==> src/rtl/sfe_pkg.sv <==
package sfe_pkg;
    // bit positions inside the synchronized pin vector
    localparam int PIN_SCLK = 0;
    localparam int PIN_CSN  = 1;
    localparam int PIN_LDN  = 2;
    localparam int PIN_SDI  = 3;
    localparam int PIN_W    = 4;
    // idle pin levels: clock low, deselected, load high, data low
    localparam logic [PIN_W-1:0] PIN_IDLE = 4'b0110;
endpackage

==> src/rtl/sfe_sync.sv <==
module sfe_sync #(
    parameter int              W       = 4,
    parameter int              STAGES  = 2,
    parameter logic [W-1:0]    RST_VAL = '0
) (
    input  logic         clk_i,
    input  logic         rst_ni,
    input  logic [W-1:0] pins_i,
    output logic [W-1:0] lvl_o
);
    typedef struct packed {
        logic [STAGES-1:0][W-1:0] pipe;
    } sync_t;

    localparam sync_t SYNC_RST = {STAGES{RST_VAL}};

    sync_t st_d, st_q;

    always_comb begin
        st_d = st_q;
        st_d.pipe[0] = pins_i;
        for (int i = 1; i < STAGES; i++) begin
            st_d.pipe[i] = st_q.pipe[i-1];
        end
    end

    always_ff @(posedge clk_i or negedge rst_ni) begin
        if (!rst_ni) st_q <= SYNC_RST;
        else         st_q <= st_d;
    end

    assign lvl_o = st_q.pipe[STAGES-1];
endmodule

==> src/rtl/sfe_shift.sv <==
module sfe_shift #(
    parameter int W = 12
) (
    input  logic         clk_i,
    input  logic         rst_ni,
    input  logic         shift_en_i,
    input  logic         sdi_i,
    output logic [W-1:0] data_d_o,
    output logic [W-1:0] data_q_o
);
    typedef struct packed {
        logic [W-1:0] data;
    } shf_t;

    shf_t st_d, st_q;

    always_comb begin
        st_d = st_q;
        if (shift_en_i) st_d.data = {st_q.data[W-2:0], sdi_i};
    end

    always_ff @(posedge clk_i or negedge rst_ni) begin
        if (!rst_ni) st_q <= '0;
        else         st_q <= st_d;
    end

    assign data_d_o = st_d.data;
    assign data_q_o = st_q.data;

    AST_SHIFT_MSB_FIRST: assert property (@(posedge clk_i) disable iff (!rst_ni)
        shift_en_i |=> (data_q_o[0] == $past(sdi_i)) && (data_q_o[W-1:1] == $past(data_q_o[W-2:0])));
    AST_NO_SHIFT_HOLDS: assert property (@(posedge clk_i) disable iff (!rst_ni)
        !shift_en_i |=> $stable(data_q_o));
endmodule

==> src/rtl/sfe_hold.sv <==
module sfe_hold #(
    parameter int W = 12
) (
    input  logic         clk_i,
    input  logic         rst_ni,
    input  logic         clr_ni,
    input  logic         load_low_i,
    input  logic         load_rise_i,
    input  logic [W-1:0] shift_next_i,
    input  logic [W-1:0] shift_cur_i,
    output logic [W-1:0] code_o
);
    typedef struct packed {
        logic [W-1:0] code;
    } hold_t;

    hold_t st_d, st_q;
    logic  arst_n;

    assign arst_n = rst_ni & clr_ni;

    always_comb begin
        st_d = st_q;
        if (load_low_i)       st_d.code = shift_next_i;
        else if (load_rise_i) st_d.code = shift_cur_i;
    end

    always_ff @(posedge clk_i or negedge arst_n) begin
        if (!arst_n) st_q <= '0;
        else         st_q <= st_d;
    end

    assign code_o = st_q.code;

    AST_CLEAR_FORCES_ZERO: assert property (@(posedge clk_i) disable iff (!rst_ni)
        !clr_ni |-> (code_o == '0));
    AST_LATCHED_HOLDS: assert property (@(posedge clk_i) disable iff (!rst_ni || !clr_ni)
        (!load_low_i && !load_rise_i) |=> $stable(code_o));
endmodule

==> src/rtl/dac_serial_frontend.sv <==
module dac_serial_frontend
    import sfe_pkg::*;
#(
    parameter int CODE_W      = 12,
    parameter int SYNC_STAGES = 2
) (
    input  logic              clk_i,
    input  logic              rst_ni,
    input  logic              sclk_i,
    input  logic              sdi_i,
    input  logic              cs_ni,
    input  logic              ld_ni,
    input  logic              clr_ni,
    output logic [CODE_W-1:0] code_o,
    output logic [CODE_W-1:0] out_hmv_o,
    output logic              proto_err_o
);
    typedef struct packed {
        logic prev_sclk;
        logic prev_ldn;
        logic err;
    } top_t;

    localparam top_t TOP_RST = '{prev_sclk: 1'b0, prev_ldn: 1'b1, err: 1'b0};

    logic [PIN_W-1:0]  pins, lvl;
    logic              sclk_rise, load_low, load_rise, shift_en;
    logic [CODE_W-1:0] shift_next, shift_cur;
    top_t              st_d, st_q;

    assign pins = {sdi_i, ld_ni, cs_ni, sclk_i};

    sfe_sync #(.W(PIN_W), .STAGES(SYNC_STAGES), .RST_VAL(PIN_IDLE)) u_sync (
        .clk_i (clk_i),
        .rst_ni(rst_ni),
        .pins_i(pins),
        .lvl_o (lvl)
    );

    assign sclk_rise = lvl[PIN_SCLK] & ~st_q.prev_sclk;
    assign load_rise = lvl[PIN_LDN]  & ~st_q.prev_ldn;
    assign load_low  = ~lvl[PIN_LDN];
    assign shift_en  = sclk_rise & ~lvl[PIN_CSN];

    always_comb begin
        st_d           = st_q;
        st_d.prev_sclk = lvl[PIN_SCLK];
        st_d.prev_ldn  = lvl[PIN_LDN];
        st_d.err       = shift_en & load_low;
    end

    always_ff @(posedge clk_i or negedge rst_ni) begin
        if (!rst_ni) st_q <= TOP_RST;
        else         st_q <= st_d;
    end

    sfe_shift #(.W(CODE_W)) u_shift (
        .clk_i     (clk_i),
        .rst_ni    (rst_ni),
        .shift_en_i(shift_en),
        .sdi_i     (lvl[PIN_SDI]),
        .data_d_o  (shift_next),
        .data_q_o  (shift_cur)
    );

    sfe_hold #(.W(CODE_W)) u_hold (
        .clk_i       (clk_i),
        .rst_ni      (rst_ni),
        .clr_ni      (clr_ni),
        .load_low_i  (load_low),
        .load_rise_i (load_rise),
        .shift_next_i(shift_next),
        .shift_cur_i (shift_cur),
        .code_o      (code_o)
    );

    assign out_hmv_o   = code_o;
    assign proto_err_o = st_q.err;

    AST_ERR_SINGLE_PULSE: assert property (@(posedge clk_i) disable iff (!rst_ni)
        proto_err_o |=> !proto_err_o);
    AST_ERR_NEEDS_LOAD_LOW: assert property (@(posedge clk_i) disable iff (!rst_ni)
        proto_err_o |-> $past(load_low));
endmodule

==> config.mk <==
export PLATFORM = sky130hd
export DESIGN_NAME = dac_serial_frontend
export DESIGN_NICKNAME = d
export VERILOG_FILES = /design/src/rtl/sfe_pkg.sv /design/src/rtl/sfe_sync.sv /design/src/rtl/sfe_shift.sv /design/src/rtl/sfe_hold.sv /design/src/rtl/dac_serial_frontend.sv
export SDC_FILE = /design/constraint.sdc
export NUM_CORES = 1
export LEC_CHECK = 0
export BUFFER_PORTS_ARGS = -buffer_cell sky130_fd_sc_hd__buf_2
export CAP_MARGIN = 5
export CORE_MARGIN = 5
export CORE_UTILIZATION = 47
export CTS_CLUSTER_DIAMETER = 150
export DETAILED_ROUTE_END_ITERATION = 10
export PLACE_DENSITY = 0.69
export SYNTH_ARGS = -nofsm -noshare
export SYNTH_HDL_FRONTEND = slang
export SYNTH_HIERARCHICAL = 1
export SYNTH_SLANG_ARGS = --single-unit
==> constraint.sdc <==
create_clock -name clk_i -period 1.6 [get_ports clk_i]
set_input_delay 0.08 -clock clk_i [delete_from_list [all_inputs] [get_ports clk_i]]
set_output_delay 0.08 -clock clk_i [all_outputs]
set_load 0.01 [all_outputs]
Word-level counts from Yosys, hierarchy flattened. Cells that the tools add are included.

Register bits after elaboration: 35. Latch bits: 0. Memory bits (writable): 0. Bits in read-only memories: 0. Input bits: 7. Output and inout port bits: 25. Logic and storage cells: 20. Memories kept: 0.

$add $sub $neg: 0. Multipliers: 0. Div/mod/pow operators: 0. Magnitude comparators: 0. Eq/ne operators: 1. Shift-type cells: 0. Mux-type cells: 3. Bitwise gates (word level): 9. Reductions and logical operators: 0.

Operators by type and width (count): $mux W12 (3); $and A1 B1 Y1 (5); $not A1 Y1 (4); $ne A2 B2 Y1 const B (1).

Depth between registers and ports, before layout.
Word-level depth: 5. Depth in mapped cells: 5. Depth with buffers taken out: 4.

Cells and area by module. The synthesis kept the hierarchy.

By module, submodules not included: sfe_hold (instances 1, cells each 52, area each 556.8 um^2, sequential area each 300.3 um^2); sfe_shift (instances 1, cells each 25, area each 484.2 um^2, sequential area each 300.3 um^2); sfe_sync (instances 1, cells each 8, area each 205.2 um^2, sequential area each 205.2 um^2); dac_serial_frontend (instances 1, cells each 19, area each 198.9 um^2, sequential area each 76.3 um^2).

Worst setup path after synthesis. OpenSTA, ideal clock, no wires.

Path kind: reg2reg. Start: reg st_q[2] in the netlist's numbering. End: reg u_hold.st_q, in the netlist u_hold/code_o[8]. Data arrival time: 1.387 ns. Data required time: 1.473 ns. Slack: 0.086 ns. Stages on the path, launching flop included: 6. Period minus slack after synthesis: 1.514 ns. Cell sequence: dfrtp_1 > nor3b_1 > buf_6 > mux2_4 > nand2_1 > o21ai_0.

Word-level cells in the longest chain between the ends: 5.

RTL lines: start: declaration (line dac_serial_frontend.sv:29) `top_t st_d, st_q;`; start signal: assignment (line dac_serial_frontend.sv:54) `else st_q <= st_d;`; $not A1 Y1 (line dac_serial_frontend.sv:40) `assign sclk_rise = lvl[PIN_SCLK] & ~st_q.prev_sclk;`; $and A1 B1 Y1 (line dac_serial_frontend.sv:40); $and A1 B1 Y1 (line dac_serial_frontend.sv:43) `assign shift_en = sclk_rise & ~lvl[PIN_CSN];`; via shift_en (line dac_serial_frontend.sv:27) `logic sclk_rise, load_low, load_rise, shift_en;`; $mux W12 (line sfe_shift.sv:19) `if (shift_en_i) st_d.data = {st_q.data[W-2:0], sdi_i};`; via shift_next[8] (line dac_serial_frontend.sv:28) `logic [CODE_W-1:0] shift_next, shift_cur;`; $mux W12 (line sfe_hold.sv:24) `if (load_low_i) st_d.code = shift_next_i;`; end signal: assignment (line sfe_hold.sv:30) `else st_q <= st_d;`; end: declaration (line sfe_hold.sv:17) `hold_t st_d, st_q;`.

The timed path passes the listed nets, and every way through them passes these cells. A chain may end at the register's enable or synchronous reset.

Worst setup path in the final report.
Start: reg st_q[2] in the netlist's numbering. End: reg u_hold.st_q, in the netlist u_hold/code_o[5].

Same word-level chain as after synthesis.

==> reports/metrics.yaml <==
outcome:
  status: "finished clean"
power_and_ir_drop:
  power.switching_mw: 0.732
  peakVddDrop_uv: 982
  p_comb_share_pct: 25.4
  leakage_nw: 0.849
  p_clk_share_pct: 25.9
  p_int_mw: 1.79
  power_density_nw_per_um2: 1480
  p_sw_share_pct: 29.0
  pwr-share-seq_pct: 48.8
synthesis:
  synth_cell_types: 17
  ys_warn_count: 6
  synth.area.mux_share_pct: 20.3
  synth_most_common_cell: "dfrtp_1"
  ys_ff_latch: 35
  synthAdderAreaFrac_pct: 0
  avgSynthCellArea_um2: 13.9
  synth-edff-count: 0
  synthCells: 104
  synth-main-ff-cell: "dfrtp_1"
  synth_top_area_share_pct: 51.9
  synth_area_um2: 1450
  post_synth_xor_area_fraction_pct: 0
  yosys-top-cells-area: "dfrtp_1, mux2_4, dfstp_2"
  netlist_top_cells_count: "dfrtp_1, buf_4, mux2i_1, nand2_1, mux2_4"
  synth-seq-area-share_pct: 61.0
  synth-simple-area-share_pct: 5.54
  synth_top_family_by_area: "multiplexers"
  synth-compound-area-share_pct: 4.42
  synth_area_leader_cell: "dfrtp_1"
  synthArstFlopShare_pct: 100
  synth_nets: 111
cells_and_area:
  num_antenna_cells: 0
  multi_input_area_um2: 442
  fillers: 245
  area_growth_pct: 17.7
  final_layout_size_suffix_gt1_share_pct: 46.0
  seqCellArea_um2: 882
  layout.nets: 143
  final_core_util_pct: 56.6
sta:
  final-hold-violation-count: 0
  worst_slew_pin_slew_ns: 0.670
  fin_ws_ns: 0.150
  fmax_mhz: 690
  maxSlewViolCount: 0
  rsz0062_at_grt: "no"
  slew_headroom_pct: 55.3
  finalSetupTns_ns: 0
  period_share_pct: 90.6
  setup_viol: 0
  fin_skew_ns: 0.00422
  min_period_ns: 1.45
place:
  gp_congestion: 0.726
  pre_cts_ws_ns: 0.165
  io_buffer_count: 31
  hpwl_mm: 1.56
cts:
  root_buffer: "clkbuf_4"
  ctsResizeCount: 0
  clock_path_buffers: 2
  clock_latency_ns: 0.33
  clkSlewWorstSetupHoldPaths_ns: 0.10
  clock-sinks: 35
  cts_tree: "built"
  cts.htree.levels: 2
  cts_buffers: 5
die:
  die_w_um: 65.5
  die_h_um: 65.5
  ioPinCount: 32
  core_area_um2: 3000
  rows: 20
  dieArea_um2: 4280
  start_util_pct: 48.1
worst_setup_path:
  worstSetupPathType: "reg2reg"
  required_ns: 1.80
  slowest_stage: "dfrtp_1"
  worstPathArrival_ns: 1.65
  worstPathMaxFanout: 8
  critPathTopFamily: "flip-flops"
  endpoint_kind: "register"
  cp_cell_sequence: "nor3b_2, buf_4, mux2_4, nand2_1, o21ai_1"
  startpoint_type: "register"
  critPathMaxStageDelay_ns: 0.41
  path_buf_inv: 1
drt:
  drt_iter0_drc: 12
  num_vias: 814
  routed_wl_mm: 2.32
  drtAntennaViolNets: 0
  first_pass_iters: 2
  via_per_inst: 4.79
  drcViolationCount: 0
  wl_per_cell_um: 13.7
global_route:
  grt_antenna_before_repair: 0
  grt_max_degree: 25
  grt_pass1_wl_mm: 3.82
  first_global_vias: 829
  grt.overflow.total: 0
  globalRouteTotalUtil_pct: 12.1
min_path:
  min_path_type: "in2async"
job:
  maxCapViolCount: 0
## logic make-up (layout without fill, tap and decap cells)
group / Yosys count / in the layout
muxes: 24 / 24
DFF: 35 / 35
AOI/OAI and AO/OA: 12 / 12
buffers and inverters: 17 / 50
and+or+nand+nor: 16 / 16
## registers in the layout, summed over array words and instances, names as in the netlist
register / count
u_hold/code_o: 12
u_shift/data_q_o: 12
u_sync/lvl_o: 4
u_sync/st_d: 4
st_q: 2
proto_err_o: 1
## layout make-up
| cell class | instances | share of cell area [%] |
|---|---|---|
| Inverter | 1 | 0.221 |
| Multi-Input combinational cell | 52 | 26.0 |
| Clock inverter | 2 | 2.06 |
| Clock buffer | 6 | 3.02 |
| Tap cell | 33 | 2.43 |
| Sequential cell | 35 | 51.9 |
| Timing Repair Buffer | 41 | 14.4 |
## what timing repair did
action                    in CTS  in global routing
buffers inserted               0                  0
hold endpoints to repair      39                  0
hold buffers                   6                  0
## metal layers
| layer | global-route usage [%] | vias to the layer above | wire, µm | share of wire [%] |
|---|---|---|---|---|
| li1 | - | 402 | - | - |
| met1 | 15.1 | 386 | 1070 | 46 |
| met2 | 18.6 | 22 | 1080 | 47 |
| met3 | 5.13 | 4 | 140 | 6.0 |
| met4 | 4.66 | 0 | 30 | 1.3 |
| met5 | 0 | - | 0 | 0 |
## through the flow
step / instances / hold WS, ns / area (µm²) / power, mW
finish: 170 / 0.269 / 1700 / 2.52
CTS: 170 / 0.263 / 1700 / 2.56
detailed placement: 156 / 0.108 / 1550 / 1.88
global placement: 156 / 0.0896 / 1550 / 1.87
global route: 170 / 0.290 / 1700 / 2.67
floorplan: 104 / -0.216 / 1450 / 1.74
## path summary, 6_finish.rpt
path	slack, ns	start	endpoint	cells after the start
hold / removal	0.27	rst_ni	proto_err_o	3
setup reg to reg	0.15	st_q[2]	u_hold/code_o[5]	5
setup / recovery	0.15	st_q[2]	u_hold/code_o[5]	5
hold reg to reg	0.36	u_sync/st_d[7]	u_sync/lvl_o[3]	0
max in group asynchronous	0.79	rst_ni	u_hold/code_o[2]	3
min in group clk_i	0.36	u_sync/st_d[7]	u_sync/lvl_o[3]	0
## worst reg2reg max path: cells and delay by family (launching register included)
family | cells | cell delay [ns]
DFF | 1 | 0.41
muxes | 1 | 0.33
and+or+nand+nor | 2 | 0.28
buffers and inverters | 1 | 0.23
AOI/OAI and AO/OA | 1 | 0.07
## placed cells by master, fill, tap and decap left out, types with 2 or more instances in the layout
cell type and instances:
buf_2 31, buf_4 4, clkbuf_4 5, dfrtp_1 30, dfstp_2 5, dlygate4sd3_1 6
mux2_2 2, mux2_4 10, mux2i_1 12, nand2_1 12, o21ai_0 2, o21ai_1 9
## power by group through the flow
| stage | Sequential, mW | Clock [mW] | Combinational [mW] |
|---|---|---|---|
| 6_report | 1.23 | 0.653 | 0.640 |
| 5_1_grt | 1.27 | 0.710 | 0.698 |
| 4_1_cts | 1.23 | 0.674 | 0.649 |
| 3_5_place_dp | 1.25 | 0 | 0.634 |
| 3_3_place_gp | 1.24 | 0 | 0.631 |
| 2_1_floorplan | 1.26 | 0 | 0.475 |
No activity file was read; power rests on OpenSTA's default activity.
